**config.mk**
```make
export PLATFORM = sky130hd
export DESIGN_NAME = vlcfg_unit
export DESIGN_NICKNAME = d
export VERILOG_FILES = /design/src/rtl/vlcfg_pkg.sv /design/src/rtl/vlcfg_rst_sync.sv /design/src/rtl/vlcfg_decode.sv /design/src/rtl/vlcfg_len_calc.sv /design/src/rtl/vlcfg_state.sv /design/src/rtl/vlcfg_unit.sv
export SDC_FILE = /design/constraint.sdc
export NUM_CORES = 1
export LEC_CHECK = 0
export ABC_CLOCK_PERIOD_IN_PS = 2600
export BUFFER_PORTS_ARGS = -buffer_cell sky130_fd_sc_hd__buf_2
export CORE_AREA = 4 4 97 99
export DETAILED_ROUTE_END_ITERATION = 16
export DIE_AREA = 0 0 101 103
export PLACE_DENSITY = 0.71
export SETUP_SLACK_MARGIN = 0.1
export SLEW_MARGIN = 20
export SYNTH_ARGS = -nofsm -noshare
export SYNTH_HDL_FRONTEND = slang
export SYNTH_SLANG_ARGS = --single-unit
```
**constraint.sdc**
```tcl
create_clock -name clk -period 2.6 [get_ports clk]
set_clock_uncertainty 0.1 [all_clocks]
set_input_delay 0.13 -clock clk [delete_from_list [all_inputs] [get_ports clk]]
set_output_delay 0.13 -clock clk [all_outputs]
set_load 0.05 [all_outputs]
```
**src/rtl/vlcfg_pkg.sv**
```systemverilog
package vlcfg_pkg;

  // Immediate field width fixed by the encoding; lengths hold imm+1.
  localparam int IMM_W = 6;
  localparam int LEN_W = IMM_W + 1;

  // Extended opcode value of the configuration instruction.
  localparam logic [4:0] XO_SETLEN = 5'b11110;

  typedef struct packed {
    logic [5:0]       po;      // primary opcode
    logic [4:0]       rt;      // destination register
    logic [4:0]       ra;      // source register
    logic [IMM_W-1:0] imm;     // immediate, stored minus one
    logic             cnt_sel; // take VL from count register
    logic             mvl_en;  // update MVL
    logic             vl_en;   // update VL
    logic             vfirst;  // vertical-first mode
    logic [4:0]       xo;      // extended opcode
    logic             rec;     // record condition flag
  } vlcfg_fields_t;

endpackage

```
**src/rtl/vlcfg_rst_sync.sv**
```systemverilog
module vlcfg_rst_sync #(
  parameter int STAGES = 2
) (
  input  logic clk,
  input  logic rst_n,
  output logic rst_n_sync
);

  logic [STAGES-1:0] sync_q;
  logic [STAGES-1:0] sync_d;

  always_comb begin
    sync_d = {sync_q[STAGES-2:0], 1'b1};
  end

  always_ff @(posedge clk or negedge rst_n) begin
    if (!rst_n) begin
      sync_q <= '0;
    end else begin
      sync_q <= sync_d;
    end
  end

  assign rst_n_sync = sync_q[STAGES-1];

endmodule

```
**src/rtl/vlcfg_decode.sv**
```systemverilog
module vlcfg_decode
  import vlcfg_pkg::*;
#(
  parameter logic [5:0] PRIMARY_OP = 6'd22
) (
  input  logic          issue_valid,
  input  logic [31:0]   instr,
  output vlcfg_fields_t fld,
  output logic          legal_go,
  output logic          illegal_go
);

  logic match;

  // Field layout follows the encoding: bit 0 of the format is instr[31].
  always_comb begin
    fld.po      = instr[31:26];
    fld.rt      = instr[25:21];
    fld.ra      = instr[20:16];
    fld.imm     = instr[15:10];
    fld.cnt_sel = instr[9];
    fld.mvl_en  = instr[8];
    fld.vl_en   = instr[7];
    fld.vfirst  = instr[6];
    fld.xo      = instr[5:1];
    fld.rec     = instr[0];
  end

  always_comb begin
    match      = (fld.po == PRIMARY_OP) && (fld.xo == XO_SETLEN);
    legal_go   = issue_valid && match;
    illegal_go = issue_valid && !match;
  end

endmodule

```
**src/rtl/vlcfg_len_calc.sv**
```systemverilog
module vlcfg_len_calc
  import vlcfg_pkg::*;
#(
  parameter int XLEN = 64
) (
  input  vlcfg_fields_t    fld,
  input  logic [LEN_W-1:0] cur_vl,
  input  logic [LEN_W-1:0] cur_mvl,
  input  logic [XLEN-1:0]  ra_value,
  input  logic [XLEN-1:0]  ctr_value,
  output logic [LEN_W-1:0] nxt_vl,
  output logic [LEN_W-1:0] nxt_mvl
);

  localparam int PAD_W = XLEN - LEN_W;

  logic [LEN_W-1:0] imm_eff;
  logic [XLEN-1:0]  cand;
  logic [XLEN-1:0]  mvl_wide;
  logic             over;

  always_comb begin
    imm_eff = {1'b0, fld.imm} + LEN_W'(1);
  end

  // MVL is settled first; the VL clamp sees the new value.
  always_comb begin
    nxt_mvl = fld.mvl_en ? imm_eff : cur_mvl;
  end

  // Fixed-priority source pick: count register, then RA, then immediate.
  always_comb begin
    if (!fld.vl_en) begin
      cand = {{PAD_W{1'b0}}, cur_vl};
    end else if (fld.cnt_sel) begin
      cand = ctr_value;
    end else if (fld.ra != 5'd0) begin
      cand = ra_value;
    end else begin
      cand = {{PAD_W{1'b0}}, imm_eff};
    end
  end

  // Full-width compare so high source bits are never dropped.
  always_comb begin
    mvl_wide = {{PAD_W{1'b0}}, nxt_mvl};
    over     = cand > mvl_wide;
    nxt_vl   = over ? nxt_mvl : cand[LEN_W-1:0];
  end

endmodule

```
**src/rtl/vlcfg_state.sv**
```systemverilog
module vlcfg_state
  import vlcfg_pkg::*;
#(
  parameter int XLEN = 64
) (
  input  logic             clk,
  input  logic             rst_n,
  input  logic             legal_go,
  input  logic             illegal_go,
  input  vlcfg_fields_t    fld,
  input  logic [LEN_W-1:0] nxt_vl,
  input  logic [LEN_W-1:0] nxt_mvl,
  output logic [LEN_W-1:0] vl_q,
  output logic [LEN_W-1:0] mvl_q,
  output logic             vfirst_q,
  output logic             done_q,
  output logic             illegal_q,
  output logic             rt_we_q,
  output logic [4:0]       rt_addr_q,
  output logic [XLEN-1:0]  rt_data_q,
  output logic             cond_we_q,
  output logic             cond_zero_q
);

  localparam int PAD_W = XLEN - LEN_W;

  logic [LEN_W-1:0] vl_d;
  logic [LEN_W-1:0] mvl_d;
  logic             vfirst_d;
  logic             done_d;
  logic             illegal_d;
  logic             rt_we_d;
  logic [4:0]       rt_addr_d;
  logic [XLEN-1:0]  rt_data_d;
  logic             cond_we_d;
  logic             cond_zero_d;
  logic             arch_en;

  // Next-state logic.
  always_comb begin
    arch_en     = legal_go;
    vl_d        = nxt_vl;
    mvl_d       = nxt_mvl;
    vfirst_d    = fld.vfirst;
    done_d      = legal_go;
    illegal_d   = illegal_go;
    rt_we_d     = legal_go && (fld.rt != 5'd0);
    rt_addr_d   = legal_go ? fld.rt : rt_addr_q;
    rt_data_d   = legal_go ? {{PAD_W{1'b0}}, nxt_vl} : rt_data_q;
    cond_we_d   = legal_go && fld.rec;
    cond_zero_d = legal_go ? (nxt_vl == '0) : cond_zero_q;
  end

  // Architectural state, updated only by a legal instruction.
  always_ff @(posedge clk or negedge rst_n) begin
    if (!rst_n) begin
      vl_q     <= LEN_W'(1);
      mvl_q    <= LEN_W'(1);
      vfirst_q <= 1'b0;
    end else if (arch_en) begin
      vl_q     <= vl_d;
      mvl_q    <= mvl_d;
      vfirst_q <= vfirst_d;
    end
  end

  // Result pulses.
  always_ff @(posedge clk or negedge rst_n) begin
    if (!rst_n) begin
      done_q    <= 1'b0;
      illegal_q <= 1'b0;
      rt_we_q   <= 1'b0;
      cond_we_q <= 1'b0;
    end else begin
      done_q    <= done_d;
      illegal_q <= illegal_d;
      rt_we_q   <= rt_we_d;
      cond_we_q <= cond_we_d;
    end
  end

  // Result payload.
  always_ff @(posedge clk or negedge rst_n) begin
    if (!rst_n) begin
      rt_addr_q   <= '0;
      rt_data_q   <= '0;
      cond_zero_q <= 1'b0;
    end else begin
      rt_addr_q   <= rt_addr_d;
      rt_data_q   <= rt_data_d;
      cond_zero_q <= cond_zero_d;
    end
  end

endmodule

```
**src/rtl/vlcfg_unit.sv**
```systemverilog
module vlcfg_unit
  import vlcfg_pkg::*;
#(
  parameter int         XLEN       = 64,
  parameter logic [5:0] PRIMARY_OP = 6'd22
) (
  input  logic             clk,
  input  logic             rst_n,
  input  logic             issue_valid,
  input  logic [31:0]      instr,
  input  logic [XLEN-1:0]  ra_value,
  input  logic [XLEN-1:0]  ctr_value,
  output logic             done,
  output logic             illegal,
  output logic             rt_we,
  output logic [4:0]       rt_addr,
  output logic [XLEN-1:0]  rt_data,
  output logic             cond_we,
  output logic             cond_zero,
  output logic [LEN_W-1:0] vl_o,
  output logic [LEN_W-1:0] mvl_o,
  output logic             vfirst_o
);

  logic             rst_n_sync;
  vlcfg_fields_t    fld;
  logic             legal_go;
  logic             illegal_go;
  logic [LEN_W-1:0] nxt_vl;
  logic [LEN_W-1:0] nxt_mvl;

  vlcfg_rst_sync #(.STAGES(2)) u_rst_sync (
    .clk        (clk),
    .rst_n      (rst_n),
    .rst_n_sync (rst_n_sync)
  );

  vlcfg_decode #(.PRIMARY_OP(PRIMARY_OP)) u_decode (
    .issue_valid (issue_valid),
    .instr       (instr),
    .fld         (fld),
    .legal_go    (legal_go),
    .illegal_go  (illegal_go)
  );

  vlcfg_len_calc #(.XLEN(XLEN)) u_len_calc (
    .fld       (fld),
    .cur_vl    (vl_o),
    .cur_mvl   (mvl_o),
    .ra_value  (ra_value),
    .ctr_value (ctr_value),
    .nxt_vl    (nxt_vl),
    .nxt_mvl   (nxt_mvl)
  );

  vlcfg_state #(.XLEN(XLEN)) u_state (
    .clk         (clk),
    .rst_n       (rst_n_sync),
    .legal_go    (legal_go),
    .illegal_go  (illegal_go),
    .fld         (fld),
    .nxt_vl      (nxt_vl),
    .nxt_mvl     (nxt_mvl),
    .vl_q        (vl_o),
    .mvl_q       (mvl_o),
    .vfirst_q    (vfirst_o),
    .done_q      (done),
    .illegal_q   (illegal),
    .rt_we_q     (rt_we),
    .rt_addr_q   (rt_addr),
    .rt_data_q   (rt_data),
    .cond_we_q   (cond_we),
    .cond_zero_q (cond_zero)
  );

endmodule

```
==> impl_metrics.env, run 1 <==
export IMPL_tightest_slew_ns=0.7739
export IMPL_setup_viol=0
export IMPL_grt_max_degree=39
export IMPL_multi_input_area_mm2=0.001519
export IMPL_clockRootBuffer="clkbuf_8"
export IMPL_cts_tree="yes"
export IMPL_routed_wl_mm=9.808
export IMPL_fmax_mhz=395.1
export IMPL_cts_sinks=28
export IMPL_synth_top_area_share=0.2693
export IMPL_dieHeight_um=103
export IMPL_cts_buffer_depth=2
export IMPL_synthCells=308
export IMPL_p_per_area_mw_per_mm2=358.5
export IMPL_fin_area_mm2=0.003844
export IMPL_hold_viol=0
export IMPL_n_fill_cell=850
export IMPL_finalCriticalPeriod_ns=2.531
export IMPL_die_w_um=101
export IMPL_worst_path_max_fanout=7
export IMPL_fin_tns_setup_ns=0
export IMPL_antenna_found_initial=0
export IMPL_ys_warn_count=0
export IMPL_wl_per_cell_um=15.16
export IMPL_drt_iter0_drc=102
export IMPL_io_buffers=194
export IMPL_crit_type="in2reg"
export IMPL_drive_above_1_share=0.5083
export IMPL_ys_flop_type="dfrtp_1"
export IMPL_synth_area_mm2=0.002416
export IMPL_yosys_top_cells_count="63 x buf_4, 53 x nand2_1, 28 x nor4_1"
export IMPL_yosysMostFrequentCell="buf_4"
export IMPL_drt_first_pass_iters=4
export IMPL_preCtsSetupSlack_ns=-0.3305
export IMPL_async_flop_share=1.000
export IMPL_clk_latency_ns=0.28
export IMPL_place_area_mm2=0.003503
export IMPL_avgViaCountPerCell=4.600
export IMPL_cp_startpoint="instr[16]"
export IMPL_gr_usage_all_layers=0.1679
export IMPL_fin_nets=711
export IMPL_synth_edf_count=0
export IMPL_die_area_mm2=0.01040
export IMPL_ys_types=46
export IMPL_syn_area_per_cell_um2=7.844
export IMPL_relSlewSlack=0.4841
export IMPL_regArea_um2=706.9
export IMPL_clkTransAtPathRegs_ns=0.10
export IMPL_hold_path_class="in2async"
export IMPL_antennaDiodeCount=0
export IMPL_required_ns=2.70
export IMPL_yosysTopAreaCell="dfrtp_1"
export IMPL_critPathArrivalTime_ns=2.64
export IMPL_synthTopCellsByArea="dfrtp_1 27%, buf_4 20%, nand2_1 8.2%, nor4_1 7.3%, ha_1 4.1%"
export IMPL_syn_to_final_growth_pct=59.09
export IMPL_cts_htree_levels=1
export IMPL_fin_ws_ns=0.06929
export IMPL_whs_ns=0.06460
export IMPL_cts_buffers=3
export IMPL_grt_overflow=0
export IMPL_postRouteAntennaNets=0
export IMPL_rsz0062_at_grt="yes"
export IMPL_grt_pass1_wl_mm=13.73
export IMPL_drcViolationCount=0
export IMPL_ys_seq_elements=28
export IMPL_critPathLaunchType="input port"
export IMPL_core_area_mm2=0.008551
export IMPL_status="finished, final reports clean"
export IMPL_pin_count=252
export IMPL_num_vias=2976
export IMPL_cellLeakagePower_nw=2.145
export IMPL_end_kind="flip-flop"
export IMPL_globalplace_congestion=0.9902
export IMPL_irDropWorstVdd_v=0.0002044
export IMPL_crit_reg2reg_launch="u_state.vl_q[0]"
export IMPL_hpwl_mm=8.361
export IMPL_grt_pass1_vias=2892
export IMPL_period_share=0.9734
export IMPL_slew_viol_final=0
export IMPL_yosysSeqAreaShare=0.2910
export IMPL_rows=34
export IMPL_start_util=0.2826
export IMPL_maxCapViolCount=0
## area by class of cell
type                    instances  share of cell area
flip-flops and latches         28              0.1839
repair buffers                243              0.3584
well taps                     108             0.03516
multi-input cells             255              0.3952
inverters                       9            0.008789
clock inverters                 1            0.007812
clock buffers                   3             0.01074
## per-layer routing
| layer | global-route usage | up-vias | part of all wire |
|---|---|---|---|
| li1 | - | 1436 | - |
| met1 | 0.1957 | 1379 | 0.37 |
| met2 | 0.3322 | 153 | 0.54 |
| met3 | 0.02097 | 8 | 0.088 |
| met4 | 0.02454 | 0 | 0.0073 |
| met5 | 0 | - | 0 |
## path summary, 6_finish.rpt
check	cells after the start	to	slack (ns)
worst max-delay path	11	u_state.cond_zero_q	0.07
worst min-delay path	2	u_rst_sync.sync_q[0]	0.06
worst max register to register	10	u_state.cond_zero_q	0.09
worst min register to register	0	u_state.cond_we_q	0.22
max in group asynchronous	1	u_state.rt_we_q	1.57
min in group clk	4	u_state.illegal_q	0.19
## critical path, stage by stage
cell and delay (ns):
buf_6 0.10, nor4_4 0.28, and2_4 0.23, mux2i_2 0.23, o221ai_2 0.16, ha_1 0.36
a21oi_2 0.08, and3b_2 0.22, o22a_4 0.28, or4_4 0.48, o211ai_2 0.07
## power by group
part / switching, mW / total (mW) / internal (mW) / leakage [nW]
Clock: 0.142 / 0.348 / 0.206 / 0.0357
Combinational: 0.359 / 0.583 / 0.223 / 1.74
Sequential: 0.00768 / 0.448 / 0.440 / 0.367
Total: 0.508 / 1.38 / 0.870 / 2.14
## registers in the layout, indices dropped and copies added (netlist names)
name / count
u_state.vfirst_q: 1
u_rst_sync.sync_q: 2
u_state.rt_addr_q: 5
u_state.cond_zero_q: 1
u_state.cond_we_q: 1
u_state.done_q: 1
u_state.vl_q: 7
u_state.illegal_q: 1
u_state.rt_we_q: 1
u_state.mvl_q: 7
u_state.rt_data_q: 1
## cell usage in the layout, fill, tap and decap left out, types with 7 or more instances in the layout
master,netlist,final
nor2_1,13,13
conb_1,2,58
dfrtp_1,26,23
nand3_1,12,10
dlygate4sd3_1,0,9
inv_1,8,8
buf_4,63,39
o21ai_0,9,7
nor4_1,28,28
nand2_1,53,52
nand4_1,8,8
buf_2,1,192
o21ai_1,11,12
## kinds of logic after synthesis
group           count (synthesis)  share of synthesized area
simple gates                  133                     0.2838
buf+inv                        81                     0.2242
compound gates                 45                     0.1119
flops                          28                     0.2910
fa+ha+maj                       8                    0.04143
mux                             8                    0.03366
xor+xnor                        3                    0.01088
other cells                     2                   0.003108
## repair_timing
item                                   CTS  global route
pin swaps                                2            11
gates resized for setup                  7            20
setup endpoints to repair                7             9
buffers inserted                         1             7
hold buffers                             9             0
endpoints found under the hold margin   10             0
## metrics by stage
stage               cells  utilization  power [mW]
global route          647       0.4495       1.443
floorplan             364            -      0.8362
finish                647       0.4495       1.378
CTS                   640       0.4323       1.352
global placement      626       0.4097      0.9696
detailed placement    626       0.4097      0.9755
(Power assumes the default switching activity.)
==> inputs of run 2 (changes only) <==
- CTS_BUF_LIST: not set -> sky130_fd_sc_hd__clkbuf_4
- RECOVER_POWER: not set -> 100
==> run 2 against run 1 <==
Against the previous run: critical path depth decreased by 1; flip-flop and latch count unchanged; worst setup slack improved by 0.041 ns; die area unchanged; highest routed layer unchanged.
==> impl_metrics.env, run 2 (synthesized netlist as in run 1, its figures left out) <==
export IMPL_grt_overflow=0
export IMPL_drive_above_1_share=0.4294
export IMPL_cts_buffer_depth=2
export IMPL_crit_reg2reg_launch="u_state.vl_q[0]"
export IMPL_finalCriticalPeriod_ns=2.490
export IMPL_setup_viol=0
export IMPL_critPathArrivalTime_ns=2.65
export IMPL_mostFrequentLayoutCells="162 x buf_2, 58 x conb_1, 52 x nand2_1"
export IMPL_p_per_area_mw_per_mm2=346.8
export IMPL_globalplace_congestion=0.9902
export IMPL_clockRootBuffer="clkbuf_4"
export IMPL_final_cells=646
export IMPL_reg2reg_depth=10
export IMPL_grt_pass1_wl_mm=13.68
export IMPL_hp_start="instr[2]"
export IMPL_gr_usage_all_layers=0.1671
export IMPL_core_area_mm2=0.008551
export IMPL_tightest_slew_ns=0.7727
export IMPL_status="finished, final reports clean"
export IMPL_die_area_mm2=0.01040
export IMPL_antenna_found_initial=0
export IMPL_drt_first_pass_iters=4
export IMPL_clk_latency_ns=0.33
export IMPL_power_mw=1.294
export IMPL_irDropWorstVdd_v=0.0002529
export IMPL_whs_ns=0.1301
export IMPL_drt_iter0_drc=105
export IMPL_fin_nets=710
export IMPL_reg2reg_to="u_state.cond_zero_q"
export IMPL_slew_viol_final=0
export IMPL_reg2reg_slack_ns=0.11
export IMPL_io_buffers=194
export IMPL_required_ns=2.76
export IMPL_relSlewSlack=0.4848
export IMPL_fmax_mhz=401.6
export IMPL_end_kind="flip-flop"
export IMPL_cts_buffers=3
export IMPL_hpwl_mm=8.361
export IMPL_cts_htree_levels=1
export IMPL_drcViolationCount=0
export IMPL_period_share=0.9576
export IMPL_avgViaCountPerCell=4.598
export IMPL_start_util=0.2826
export IMPL_crit_type="reg2reg"
export IMPL_postRouteAntennaNets=0
export IMPL_dieHeight_um=103
export IMPL_critPathLaunchType="flip-flop"
export IMPL_cellLeakagePower_nw=1.979
export IMPL_hold_path_class="in2reg"
export IMPL_final_util=0.4362
export IMPL_pin_count=252
export IMPL_place_inst=626
export IMPL_cts_sinks=28
export IMPL_worst_path_max_fanout=7
export IMPL_reg_top3="u_state.mvl_q (7), u_state.vl_q (7), u_state.rt_addr_q (5)"
export IMPL_maxCapViolCount=0
export IMPL_rsz0062_at_grt="yes"
export IMPL_wl_per_cell_um=14.95
export IMPL_clkTransAtPathRegs_ns=0.16
export IMPL_hold_path_depth=4
export IMPL_die_w_um=101
export IMPL_routed_wl_mm=9.658
export IMPL_final_common_cell="buf_2"
export IMPL_grt_pass1_vias=2896
export IMPL_num_vias=2970
export IMPL_grt_max_degree=39
export IMPL_syn_to_final_growth_pct=54.38
export IMPL_whs_endpoint="u_state.illegal_q"
export IMPL_hold_viol=0
export IMPL_antennaDiodeCount=0
export IMPL_rows=34
export IMPL_cts_tree="yes"
export IMPL_fin_tns_setup_ns=0
==> run 2: per-layer routing <==
metal  global-route usage  share of wire  vias to the layer above
li1                     -              -                     1433
met1               0.1952           0.37                     1371
met2               0.3301           0.54                      156
met3              0.01962          0.090                       10
met4              0.02658         0.0072                        0
met5                    0              0                        -
==> run 2: repair_timing <==
item,4_1_cts,5_1_grt
resized for setup,2,17
setup buffers,1,5
hold endpoints to repair,11,0
pin swaps,0,5
hold buffers,10,0
endpoints found under the setup margin,3,9
==> run 2: worst max-delay path by stage <==
stage                    startpoint                   to  slack (ns)  cells after the start
finish              u_state.vl_q[0]  u_state.cond_zero_q        0.11                     10
CTS                 u_state.vl_q[0]  u_state.cond_zero_q        0.10                     10
floorplan                 instr[20]  u_state.cond_zero_q       -0.05                     13
global placement          instr[20]  u_state.cond_zero_q       -0.22                     12
detailed placement        instr[20]  u_state.cond_zero_q       -0.33                     12
global route              instr[16]      u_state.vl_q[6]       0.008                     15
==> run 2: power breakdown <==
part / switching [mW] / total (mW) / leakage [nW] / internal (mW)
Clock: 0.133 / 0.289 / 0.0279 / 0.156
Sequential: 0.00776 / 0.448 / 0.367 / 0.441
Combinational: 0.351 / 0.556 / 1.58 / 0.206
Total: 0.492 / 1.29 / 1.98 / 0.802
==> run 2: final cells by class <==
type,count,area (µm²)
clock buffer,3,22.52
clock inverter,1,30.03
fill,870,4821
inverter,9,33.78
multi-input combinational,255,1493
sequential,28,706.9
tap,108,135.1
timing repair buffer,242,1309
==> run 2: stage by stage <==
stage / cell area (µm²) / setup slack, ns
after CTS: 3666 / 0.1007
after detailed placement: 3503 / -0.3305
after global placement: 3503 / -0.2239
after floorplan: 2676 / -0.05036
final: 3730 / 0.1102
after global routing: 3730 / 0.008077
==> run 2: worst max-delay path, cell delays in order (launching register included) <==
cell	delay, ns
dfstp_2	0.57
o22ai_2	0.08
a21o_1	0.19
ha_2	0.17
nor2b_2	0.11
o21a_1	0.12
o21ai_1	0.05
and3b_2	0.20
o22a_4	0.26
or4_4	0.48
o211ai_2	0.07
==> inputs of run 3 (changes only) <==
- ABC_AREA: not set -> 1
- ABC_CLOCK_PERIOD_IN_PS: 2600 -> 2850
- CORE_AREA: 4 4 97 99 -> 4 4 95 97
- CTS_CLUSTER_DIAMETER: not set -> 150
- DIE_AREA: 0 0 101 103 -> 0 0 99 101
- PLACE_DENSITY: 0.71 -> 0.77
- clock period: 2.6 -> 2.85 ns (I/O delays scaled with it)
==> run 3 against run 2 <==
Against the previous run: critical path depth is 6 higher; via count is 6.1% higher; power shrank 14%; critical path type unchanged.
==> impl_metrics.env, run 3 <==
export IMPL_reg2reg_slack_ns=0.38
export IMPL_p_per_area_mw_per_mm2=308.5
export IMPL_end_kind="flip-flop"
export IMPL_antenna_found_initial=0
export IMPL_grt_pass1_vias=3048
export IMPL_io_buffers=194
export IMPL_synth_top_area_share=0.2421
export IMPL_critPathCapture="u_state.cond_zero_q"
export IMPL_core_area_mm2=0.008134
export IMPL_drcViolationCount=0
export IMPL_pwr_share_clk=0.158
export IMPL_reg2reg_to="u_state.cond_zero_q"
export IMPL_seqPwrFrac=0.378
export IMPL_synthTopCellsByArea="dfrtp_1 24%, buf_4 18%, nand2_1 17%, nor2_1 12%, inv_1 3.8%"
export IMPL_grtUsageMet3=0.03045
export IMPL_period_share=0.8665
export IMPL_rows=33
export IMPL_clockRootBuffer="clkbuf_4"
export IMPL_relSlewSlack=0.2959
export IMPL_ys_flop_type="dfrtp_1"
export IMPL_pin_count=252
export IMPL_grt_util_met2=0.3130
export IMPL_hp_start="instr[3]"
export IMPL_reg_top3="u_state.mvl_q (7), u_state.vl_q (7), u_state.rt_addr_q (5)"
export IMPL_syn_area_per_cell_um2=6.309
export IMPL_cp_num_cells=16
export IMPL_hold_path_class="in2reg"
export IMPL_maxCapViolCount=0
export IMPL_cp_num_buf_inv=1
export IMPL_power_switching_mw=0.4877
export IMPL_finalCriticalPeriod_ns=2.470
export IMPL_crit_top_cell="nand2_1"
export IMPL_clkTransAtPathRegs_ns=0.15
export IMPL_async_flop_share=1.000
export IMPL_status="finished, final reports clean"
export IMPL_required_ns=2.98
export IMPL_setup_viol=0
export IMPL_p_int_mw=0.6280
export IMPL_irDropWorstVdd_v=0.0002290
export IMPL_place_area_mm2=0.003518
export IMPL_place_inst=715
export IMPL_n_fill_cell=892
export IMPL_grt_pass1_wl_mm=14.19
export IMPL_synthCells=426
export IMPL_hold_viol=0
export IMPL_reg2reg_depth=16
export IMPL_grt_max_degree=29
export IMPL_cts_tree="yes"
export IMPL_critPathArrivalTime_ns=2.60
export IMPL_final_util=0.4447
export IMPL_cp_startpoint="u_state.vl_q[1]"
export IMPL_routed_wl_mm=9.338
export IMPL_num_vias=3150
export IMPL_final_common_cell="buf_2"
export IMPL_cellLeakagePower_nw=2.032
export IMPL_final_cells=730
export IMPL_wl_per_cell_um=12.79
export IMPL_clk_latency_ns=0.32
export IMPL_crit_family="compound AO/OA/AOI/OAI gates"
export IMPL_swShare=0.4371
export IMPL_cp_slowest_stage_delay_ns=0.46
export IMPL_cts_buffers=3
export IMPL_combPwrFrac=0.464
export IMPL_yosys_top_cells_count="122 x nand2_1, 85 x nor2_1, 63 x buf_4"
export IMPL_yosys_mux_area_fraction=0
export IMPL_globalplace_congestion=0.9304
export IMPL_synth_compound_area_frac=0.1006
export IMPL_whs_ns=0.1287
export IMPL_synth_area_mm2=0.002688
export IMPL_syn_to_final_growth_pct=34.59
export IMPL_ys_seq_elements=28
export IMPL_synth_edf_count=0
export IMPL_yosysMostFrequentCell="nand2_1"
export IMPL_crit_reg2reg_launch="u_state.vl_q[1]"
export IMPL_worst_path_max_fanout=8
export IMPL_mostFrequentLayoutCells="161 x buf_2, 122 x nand2_1, 85 x nor2_1"
export IMPL_cts_buffer_depth=2
export IMPL_grtUsageMet1=0.2145
export IMPL_synth_xor_area_frac=0.009777
export IMPL_die_area_mm2=0.009999
export IMPL_crit_path_cell_trace="nand2_1, a21boi_0, inv_1, ha_1, a21oi_1, o21ai_1, nand2_1, nand2_1, nand2_1, nand2_1, nand2_2, nand2_4, o21ai_0, nor2_1, nand2_1, nand2_1"
export IMPL_ys_types=35
export IMPL_synth_simple_area_share=0.3571
export IMPL_yosysTopAreaCell="dfrtp_1"
export IMPL_tightest_slew_ns=1.056
export IMPL_busiest_layer="met2"
export IMPL_fin_nets=797
export IMPL_slew_viol_final=0
export IMPL_synth_top_family_by_area="simple AND/OR/NAND/NOR gates"
export IMPL_hpwl_mm=8.104
export IMPL_postRouteAntennaNets=0
export IMPL_fmax_mhz=404.9
export IMPL_power_mw=1.116
export IMPL_gr_usage_all_layers=0.1715
export IMPL_synth_adder_area_share=0.03724
export IMPL_drive_above_1_share=0.2896
export IMPL_cts_htree_levels=1
export IMPL_avgViaCountPerCell=4.315
export IMPL_drt_first_pass_iters=4
export IMPL_die_w_um=99
export IMPL_rsz0062_at_grt="no"
export IMPL_antennaDiodeCount=0
export IMPL_dieHeight_um=101
export IMPL_start_util=0.3304
export IMPL_critPathLaunchType="flip-flop"
export IMPL_cts_sinks=28
export IMPL_crit_type="reg2reg"
export IMPL_fin_area_mm2=0.003617
export IMPL_cp_slowest_cell="dfrtp_1"
export IMPL_yosysSeqAreaShare=0.2616
export IMPL_drt_iter0_drc=96
export IMPL_grt_overflow=0
export IMPL_ys_warn_count=0
run 3: cell type report:
cell class	instances	area (µm²)	share of cell area
Multi-Input combinational cell	355	1579	0.4365
Timing Repair Buffer	208	1055	0.2916
Tap cell	105	131.4	0.03632
Inverter	30	118.9	0.03286
Clock buffer	4	30.03	0.008302
Sequential cell	28	703.2	0.1944
run 3: how the worst min path moves through the flow:
| stage | end | slack (ns) | cells after the start |
|---|---|---|---|
| floorplan | u_rst_sync.sync_q[0] | -0.25 | 0 |
| global placement | u_rst_sync.sync_q[0] | -0.17 | 1 |
| detailed placement | u_rst_sync.sync_q[0] | -0.17 | 1 |
| CTS | u_state.vl_q[3] | 0.12 | 5 |
| global route | u_state.vl_q[3] | 0.15 | 5 |
| finish | u_state.vl_q[3] | 0.13 | 5 |
run 3: kinds of logic (layout without fill, tap and decap cells):
logic type | Yosys count | after routing
fa+ha+maj | 8 | 8
xor+xnor | 3 | 3
other cells | 2 | 58
compound gates | 49 | 49
buf+inv | 99 | 242
flops | 28 | 28
simple gates | 237 | 237
run 3: timing repair:
item,CTS,global route
buffers inserted,0,0
gates resized for setup,0,2
hold endpoints to repair,11,0
endpoints found under the setup margin,0,1
hold buffers,11,0
run 3: worst reg2reg max path, stage by stage, from the launching register on:
cell	delay (ns)
dfrtp_1	0.46
nand2_1	0.09
a21boi_0	0.29
inv_1	0.08
ha_1	0.30
a21oi_1	0.15
o21ai_1	0.07
nand2_1	0.05
nand2_1	0.04
nand2_1	0.05
nand2_1	0.06
nand2_2	0.14
nand2_4	0.10
o21ai_0	0.23
nor2_1	0.08
nand2_1	0.07
nand2_1	0.04
run 3: power groups by stage:
stage / Combinational (mW) / Clock, mW / Sequential (mW)
finish: 0.518 / 0.177 / 0.421
global route: 0.567 / 0.202 / 0.425
CTS: 0.517 / 0.186 / 0.422
detailed placement: 0.505 / 0 / 0.428
global placement: 0.495 / 0 / 0.429
floorplan: 0.371 / 0 / 0.461
run 3: stage by stage:
stage / TNS, ns / setup slack (ns)
floorplan: 0 / 0.4907
global placement: 0 / 0.07800
detailed placement: -0.01352 / -0.01352
CTS: 0 / 0.3425
global route: 0 / 0.07089
finish: 0 / 0.3804
run 3: routing by layer:
layer / up-vias / routed length, µm / part of all wire
met2: 143 / 4747 / 0.51
li1: 1611 / - / -
met1: 1392 / 3644 / 0.39
met4: 0 / 63 / 0.0067
met3: 4 / 883 / 0.095
met5: - / 0 / 0
